**config.mk**
```make
export PLATFORM = sky130hd
export DESIGN_NAME = sub_line_writer
export DESIGN_NICKNAME = d
export VERILOG_FILES = /design/src/rtl/slw_pkg.sv /design/src/rtl/slw_datapath.sv /design/src/rtl/slw_ctrl.sv /design/src/rtl/sub_line_writer.sv
export SDC_FILE = /design/constraint.sdc
export NUM_CORES = 1
export LEC_CHECK = 0
export ABC_AREA = 0
export BUFFER_PORTS_ARGS = -buffer_cell sky130_fd_sc_hd__buf_2
export CORE_AREA = 2 2 336 338
export DETAILED_ROUTE_END_ITERATION = 10
export DIE_AREA = 0 0 338 340
export PLACE_DENSITY_LB_ADDON = 0.25
export SLEW_MARGIN = 20
export SYNTH_ARGS = -nofsm -noshare
export SYNTH_HDL_FRONTEND = slang
export SYNTH_HIERARCHICAL = 1
export SYNTH_SLANG_ARGS = --single-unit
```
**constraint.sdc**
```tcl
create_clock -name clk -period 23.5 [get_ports clk]
set_clock_uncertainty 0.1 [all_clocks]
set_input_delay 2.35 -clock clk [delete_from_list [all_inputs] [get_ports clk]]
set_output_delay 2.35 -clock clk [all_outputs]
set_load 0.03 [all_outputs]
```
**src/rtl/slw_pkg.sv**
```systemverilog
package slw_pkg;
  typedef enum logic [1:0] {
    CMD_NONE   = 2'd0,
    CMD_WRPART = 2'd1,
    CMD_WRLINE = 2'd2,
    CMD_RDLOCK = 2'd3
  } busCmd_e;

  // strobes from control to datapath
  typedef struct packed {
    logic load;       // capture a new request line
    logic mergeBeat;  // fold current read beat into the line buffer
  } dpCtl_t;
endpackage

```
**src/rtl/slw_datapath.sv**
```systemverilog
module slw_datapath
  import slw_pkg::*;
#(
  parameter int LINE_BYTES = 64,
  parameter int BEAT_BYTES = 16,
  parameter int ADDR_W     = 40,
  localparam int BEATS     = LINE_BYTES / BEAT_BYTES,
  localparam int DATA_W    = BEAT_BYTES * 8,
  localparam int BW        = (BEATS > 1) ? $clog2(BEATS) : 1,
  localparam int OFS_W     = $clog2(LINE_BYTES)
) (
  input  logic                     clk,
  input  logic                     rstN,
  input  dpCtl_t                   ctl,
  input  logic [BW-1:0]            beatIdx,
  input  logic [ADDR_W-1:0]        reqAddr,
  input  logic [LINE_BYTES*8-1:0]  reqData,
  input  logic [BEATS-1:0]         reqMask,
  input  logic [DATA_W-1:0]        busRdData,
  output logic [BEATS-1:0]         maskQ,
  output logic [ADDR_W-1:0]        busAddr,
  output logic [DATA_W-1:0]        busWrData
);
  logic [DATA_W-1:0] lineQ [BEATS];
  logic [ADDR_W-1:0] addrQ;

  always_ff @(posedge clk) begin
    if (!rstN) begin
      maskQ <= '0;
      addrQ <= '0;
    end else if (ctl.load) begin
      maskQ <= reqMask;
      addrQ <= {reqAddr[ADDR_W-1:OFS_W], {OFS_W{1'b0}}};
    end
  end

  for (genvar b = 0; b < BEATS; b++) begin : gBeat
    always_ff @(posedge clk) begin
      if (!rstN)
        lineQ[b] <= '0;
      else if (ctl.load)
        lineQ[b] <= reqData[b*DATA_W +: DATA_W];
      else if (ctl.mergeBeat && (beatIdx == BW'(b)) && !maskQ[b])
        lineQ[b] <= busRdData;
    end
  end

  assign busAddr   = addrQ;
  assign busWrData = lineQ[beatIdx];

  AST_ADDR_HOLD: assert property (@(posedge clk) disable iff (!rstN)
    !ctl.load |=> $stable(busAddr));
endmodule

```
**src/rtl/slw_ctrl.sv**
```systemverilog
module slw_ctrl
  import slw_pkg::*;
#(
  parameter int BEATS = 4,
  localparam int BW   = (BEATS > 1) ? $clog2(BEATS) : 1
) (
  input  logic             clk,
  input  logic             rstN,
  input  logic             reqValid,
  input  logic [BEATS-1:0] reqMask,
  input  logic [BEATS-1:0] maskQ,
  input  logic             busGrant,
  input  logic             busRdValid,
  input  logic             busDirty,
  output logic             reqReady,
  output logic             done,
  output logic             busCmdValid,
  output logic [1:0]       busCmd,
  output logic [BEATS-1:0] busMask,
  output logic             busLock,
  output logic             busWrValid,
  output dpCtl_t           ctl,
  output logic [BW-1:0]    beatIdx
);
  typedef enum logic [2:0] {
    ST_IDLE, ST_CMDW, ST_DATAW, ST_CMDR, ST_DATAR, ST_CMDWB, ST_DATAWB, ST_FIN
  } state_e;

  localparam logic [BW-1:0] LAST_BEAT = BW'(BEATS - 1);

  state_e        state, stateNxt;
  logic [BW-1:0] beatQ;
  logic          dirtyQ;
  logic          isFull;
  logic          accept;
  logic          beatStep;
  busCmd_e       cmdSel;

  assign isFull = &maskQ;
  assign accept = reqValid && (state == ST_IDLE);
  assign beatStep = (state == ST_DATAW) || (state == ST_DATAWB) ||
                    ((state == ST_DATAR) && busRdValid);

  always_comb begin
    stateNxt = state;
    unique case (state)
      ST_IDLE:   if (reqValid) stateNxt = (reqMask == '0) ? ST_FIN : ST_CMDW;
      ST_CMDW:   if (busGrant) stateNxt = ST_DATAW;
      ST_DATAW:  if (beatQ == LAST_BEAT)
                   stateNxt = (!isFull && (dirtyQ || busDirty)) ? ST_CMDR : ST_FIN;
      ST_CMDR:   if (busGrant) stateNxt = ST_DATAR;
      ST_DATAR:  if (busRdValid && beatQ == LAST_BEAT) stateNxt = ST_CMDWB;
      ST_CMDWB:  if (busGrant) stateNxt = ST_DATAWB;
      ST_DATAWB: if (beatQ == LAST_BEAT) stateNxt = ST_FIN;
      ST_FIN:    stateNxt = ST_IDLE;
      default:   stateNxt = ST_IDLE;
    endcase
  end

  always_ff @(posedge clk) begin
    if (!rstN) begin
      state  <= ST_IDLE;
      beatQ  <= '0;
      dirtyQ <= 1'b0;
    end else begin
      state <= stateNxt;
      if (accept || busGrant)
        beatQ <= '0;
      else if (beatStep)
        beatQ <= beatQ + 1'b1;
      if (accept)
        dirtyQ <= 1'b0;
      else if (state == ST_DATAW && busDirty)
        dirtyQ <= 1'b1;
    end
  end

  always_comb begin
    cmdSel = CMD_NONE;
    if (state == ST_CMDW)       cmdSel = isFull ? CMD_WRLINE : CMD_WRPART;
    else if (state == ST_CMDR)  cmdSel = CMD_RDLOCK;
    else if (state == ST_CMDWB) cmdSel = CMD_WRLINE;
  end

  assign reqReady      = (state == ST_IDLE);
  assign done          = (state == ST_FIN);
  assign busCmdValid   = (state == ST_CMDW) || (state == ST_CMDR) || (state == ST_CMDWB);
  assign busCmd        = cmdSel;
  assign busMask       = (state == ST_CMDW) ? maskQ : '1;
  assign busLock       = (state == ST_CMDR) || (state == ST_DATAR) ||
                         (state == ST_CMDWB) || (state == ST_DATAWB);
  assign busWrValid    = (state == ST_DATAW) || (state == ST_DATAWB);
  assign ctl.load      = accept;
  assign ctl.mergeBeat = (state == ST_DATAR) && busRdValid;
  assign beatIdx       = beatQ;

  AST_IDLE_QUIET: assert property (@(posedge clk) disable iff (!rstN)
    reqReady |-> !busCmdValid && !busWrValid && !busLock);
  AST_DONE_PULSE: assert property (@(posedge clk) disable iff (!rstN)
    done |=> !done);
  AST_LINE_FULL_MASK: assert property (@(posedge clk) disable iff (!rstN)
    busCmdValid && busCmd == CMD_WRLINE |-> &busMask);
  AST_PART_MASK: assert property (@(posedge clk) disable iff (!rstN)
    busCmdValid && busCmd == CMD_WRPART |-> (busMask != '0) && !(&busMask) && !busLock);
  AST_READ_LOCKED: assert property (@(posedge clk) disable iff (!rstN)
    busCmdValid && busCmd == CMD_RDLOCK |-> busLock);
  AST_CMD_HOLD: assert property (@(posedge clk) disable iff (!rstN)
    busCmdValid && !busGrant |=> busCmdValid && $stable(busCmd) && $stable(busMask));
  AST_LOCK_CONT: assert property (@(posedge clk) disable iff (!rstN)
    busLock && !busWrValid |=> busLock);
endmodule

```
**src/rtl/sub_line_writer.sv**
```systemverilog
module sub_line_writer
  import slw_pkg::*;
#(
  parameter int LINE_BYTES = 64,
  parameter int BEAT_BYTES = 16,
  parameter int ADDR_W     = 40,
  localparam int BEATS     = LINE_BYTES / BEAT_BYTES,
  localparam int DATA_W    = BEAT_BYTES * 8,
  localparam int BW        = (BEATS > 1) ? $clog2(BEATS) : 1
) (
  input  logic                    clk,
  input  logic                    rstN,
  input  logic                    reqValid,
  output logic                    reqReady,
  input  logic [ADDR_W-1:0]       reqAddr,
  input  logic [LINE_BYTES*8-1:0] reqData,
  input  logic [BEATS-1:0]        reqMask,
  output logic                    done,
  output logic                    busCmdValid,
  output logic [1:0]              busCmd,
  output logic [ADDR_W-1:0]       busAddr,
  output logic [BEATS-1:0]        busMask,
  output logic                    busLock,
  input  logic                    busGrant,
  output logic                    busWrValid,
  output logic [DATA_W-1:0]       busWrData,
  input  logic                    busRdValid,
  input  logic [DATA_W-1:0]       busRdData,
  input  logic                    busDirty
);
  dpCtl_t           ctl;
  logic [BW-1:0]    beatIdx;
  logic [BEATS-1:0] maskQ;

  slw_ctrl #(.BEATS(BEATS)) uCtrl (
    .clk(clk), .rstN(rstN), .reqValid(reqValid), .reqMask(reqMask),
    .maskQ(maskQ), .busGrant(busGrant), .busRdValid(busRdValid),
    .busDirty(busDirty), .reqReady(reqReady), .done(done),
    .busCmdValid(busCmdValid), .busCmd(busCmd), .busMask(busMask),
    .busLock(busLock), .busWrValid(busWrValid), .ctl(ctl), .beatIdx(beatIdx)
  );

  slw_datapath #(.LINE_BYTES(LINE_BYTES), .BEAT_BYTES(BEAT_BYTES), .ADDR_W(ADDR_W)) uDp (
    .clk(clk), .rstN(rstN), .ctl(ctl), .beatIdx(beatIdx), .reqAddr(reqAddr),
    .reqData(reqData), .reqMask(reqMask), .busRdData(busRdData),
    .maskQ(maskQ), .busAddr(busAddr), .busWrData(busWrData)
  );
endmodule

```
==> results.md <==
* CTS resizes at 0
* Area delta synth->final at 28.58%
* First-pass GRT wire length at roughly 150,000 um
* Worst EP arrival at 4030 ps
* Via-per-instance ratio at 5.247
* Tcrit/Tclk final at around 28%
* Final min period at 6477 ps
* Critical Path Source Type: flip-flop
* Clock Sinks at around 560
* Max Cap Viol at 0
* DRT Pass-1 Iters at 6
* Hold_buf cts at 0
* Register area share after synthesis at 61.26%
* Final WL at 107,400 um
* Worst Hold End: uCtrl/dirtyQ
* PwrDens at roughly 110 mW/mm^2
* Drt wl/cell at 27.58 um
* Slew Limit Fails at 0
* Die width at 338 um
* Fraction of layout cells with a size suffix above 1 at 48.12%
* RSZ-0062 raised after global routing: no
* Worst min-delay path startpoint: uCtrl/dirtyQ
* Status: finished, final reports clean
* Post-synth top area cell: edfxtp_1
* Cell variety after synth at 43
* Dominant cells by area after synthesis: edfxtp_1 (58%), a32o_1 (19%), mux4_2 (11%), dfxtp_1 (3.3%), buf_2 (1.5%)
* FP Rows at 123
* Final setup fails at 0
* Final core utilization at 30.58%
* Reg2Reg Setup Slack at 18,700 ps
* Synth top area share at 57.94%
* YS warnings at 6
* Slew HR at 27.36%
* Async set-reset flop share out of synthesis at 0%
* R2R depth at 7
* PortBufs at between 800 and 900
* Commonest register cell after synthesis: edfxtp_1
* Starting Density at 23.78%
* Worst VDD drop at 60.64 uV
* Gate Count Post-Synth at 1,564
* Routed Antenna Nets at 0
* Cell Area, Synth at 0.02653 sq mm
* DRC at 0
* Overall Power at 0.003636 W
* Largest net degree at the start of global routing at between 200 and 250
* Setup TNS at 0 ps
* Reg2reg end: uDp/lineQ[3][52]
* Fin nets at roughly 3,000
* Max Fclk at 154.4 MHz
* Hold Vio Cnt, Final at 0
* Crit. End Element: output pin
* Root buffer cell: clkbuf_16
* Yosys reg bits at 556
* Reg-to-Reg Start: uCtrl/state[2]
* Grt total ovfl at 0
* Post-DP HPWL at 70,410 um
* Initial DRC count at roughly 2,100
* Clk buf depth at 3
* Worst hold stages at 2
* Placer Congestion at between 0.8 and 0.9
* CP Class: flip-flop to output pin
* Skew-Pair Late Insertion Delay at 620 ps
* CTS Buf Count at 68
* Critical Path RT at 21,050 ps
* Die Y-Extent at 340 um
* HP Class: flip-flop to flip-flop
* Area of the die at roughly 0.11 sq mm
* Avg Cell Area, Syn at around 17 sq um
* GRT Util Overall at ~18%
* I/O pin cnt at 869
* # fillers at 11,250
* Worst-path clk slew at 60 ps
* Via count at 20,430
* # H-tree levels at 3
* Initial antenna violation count at 47
* Least-Margin Pin Slew at approximately 1100 ps
* Leakage at 12.69 nW
* EDFF count, synth at 512
* CORE AREA at 0.1116 sq mm
* Number of global-route vias before repair at 21,540
* CTS tree: built
* Setup repair bufs after CTS at 0
* Crit path max fanout at 40
==> per-stage QoR <==
stage | instances | worst slack, ps | cell area, sq um | hold slack [ps]
2_1_floorplan | 1569 | 10500 | 26550 | 329.3
3_3_place_gp | 3744 | 17270 | 31930 | 369.2
3_5_place_dp | 3744 | 17130 | 31930 | 351.4
4_1_cts | 3861 | 16710 | 34040 | 387.1
5_1_grt | 3888 | 16580 | 34110 | 416.2
6_report | 3893 | 17020 | 34120 | 398.9
==> placed cells by master (no fill, tap or decap), types with 3 or more instances in the layout <==
cell,n
buf_4,37
clkbuf_1,15
clkinv_1,12
diode_2,32
nand2_1,5
nor2b_1,42
conb_1,6
inv_1,3
clkinv_2,5
mux4_2,128
inv_6,3
or2_2,5
clkbuf_16,72
nand2b_1,5
nor2_1,5
edfxtp_1,512
dfxtp_1,42
mux2i_1,39
nor3_1,5
a21oi_1,5
a32o_1,512
buf_2,856
==> critical path, cell delays in order (launching register included) <==
cell     delay, ps
dfxtp_4        900
buf_4          850
buf_4          740
mux4_2         670
buf_2          210
==> final cells by class <==
class | count | area, sq um | area share, %
Sequential cell | 556 | 16260 | 47.67
Multi-Input combinational cell | 790 | 9180 | 26.91
Timing Repair Buffer | 895 | 4602 | 13.49
Clock buffer | 89 | 1886 | 5.527
Tap cell | 1500 | 1877 | 5.501
Clock inverter | 28 | 219.0 | 0.6418
Antenna cell | 32 | 80.08 | 0.2347
Inverter | 3 | 11.26 | 0.03301
==> logic make-up (layout without fill, tap and decap cells) <==
logic type,Yosys count,count (layout),synth area share [%]
flops,556,556,61.26
compound gates,534,534,19.88
buf+inv,223,1015,4.598
mux,167,167,12.34
simple gates,80,80,1.792
xor+xnor,2,2,0.06603
fa+ha+maj,1,1,0.04715
other cells,1,38,0.01413
==> synth_stat cells (all sizes together) (2+ instances only) <==
library cell and instances:
nor2 8, o31ai 2, edfxtp 512, a32o 512, buf 140, inv 3, nand2 5, xnor2 2
nor2b 44, clkbuf 80, o21ai 4, nor3 5, nand2b 5, and2 2, or2 5, mux4 128
dfxtp 44, mux2i 39, a31oi 2, a21oi 6
==> metal layers <==
layer | wire [um] | vias to the layer above | track usage [%]
met2 | 55810 | 1110 | 31.64
met5 | 176 | - | 0
met3 | 9277 | 201 | 4.660
met4 | 2685 | 26 | 6.481
met1 | 39410 | 10480 | 20.70
li1 | - | 8610 | -
==> worst max-delay path by stage <==
stage	endpoint	slack (ps)	start	cells past startpoint
after floorplan	uDp/lineQ[0][0]	10500	busRdValid	4
after CTS	busWrData[73]	16710	uCtrl/beatIdx[0]	4
after global routing	busWrData[73]	16580	uCtrl/beatIdx[0]	4
after global placement	uDp/lineQ[2][51]	17270	reqValid	7
after detailed placement	uDp/lineQ[3][3]	17130	reqValid	7
final	busWrData[73]	17020	uCtrl/beatIdx[0]	4
==> flip-flops by register name, summed over array words and instances, names as in the netlist <==
name and cells:
uDp/lineQ 512, uDp/busAddr 34, uDp/maskQ 4, uCtrl/state 3, uCtrl/beatIdx 2, uCtrl/dirtyQ 1
==> report_power, final <==
| group | total [W] | switching (W) | internal (W) |
|---|---|---|---|
| clock network | 0.00101 | 0.000419 | 0.000587 |
| logic | 0.00112 | 0.000755 | 0.000366 |
| registers | 0.00151 | 0.0000857 | 0.00142 |
| total | 0.00364 | 0.00126 | 0.00238 |
No activity file was read; power rests on OpenSTA's default activity.
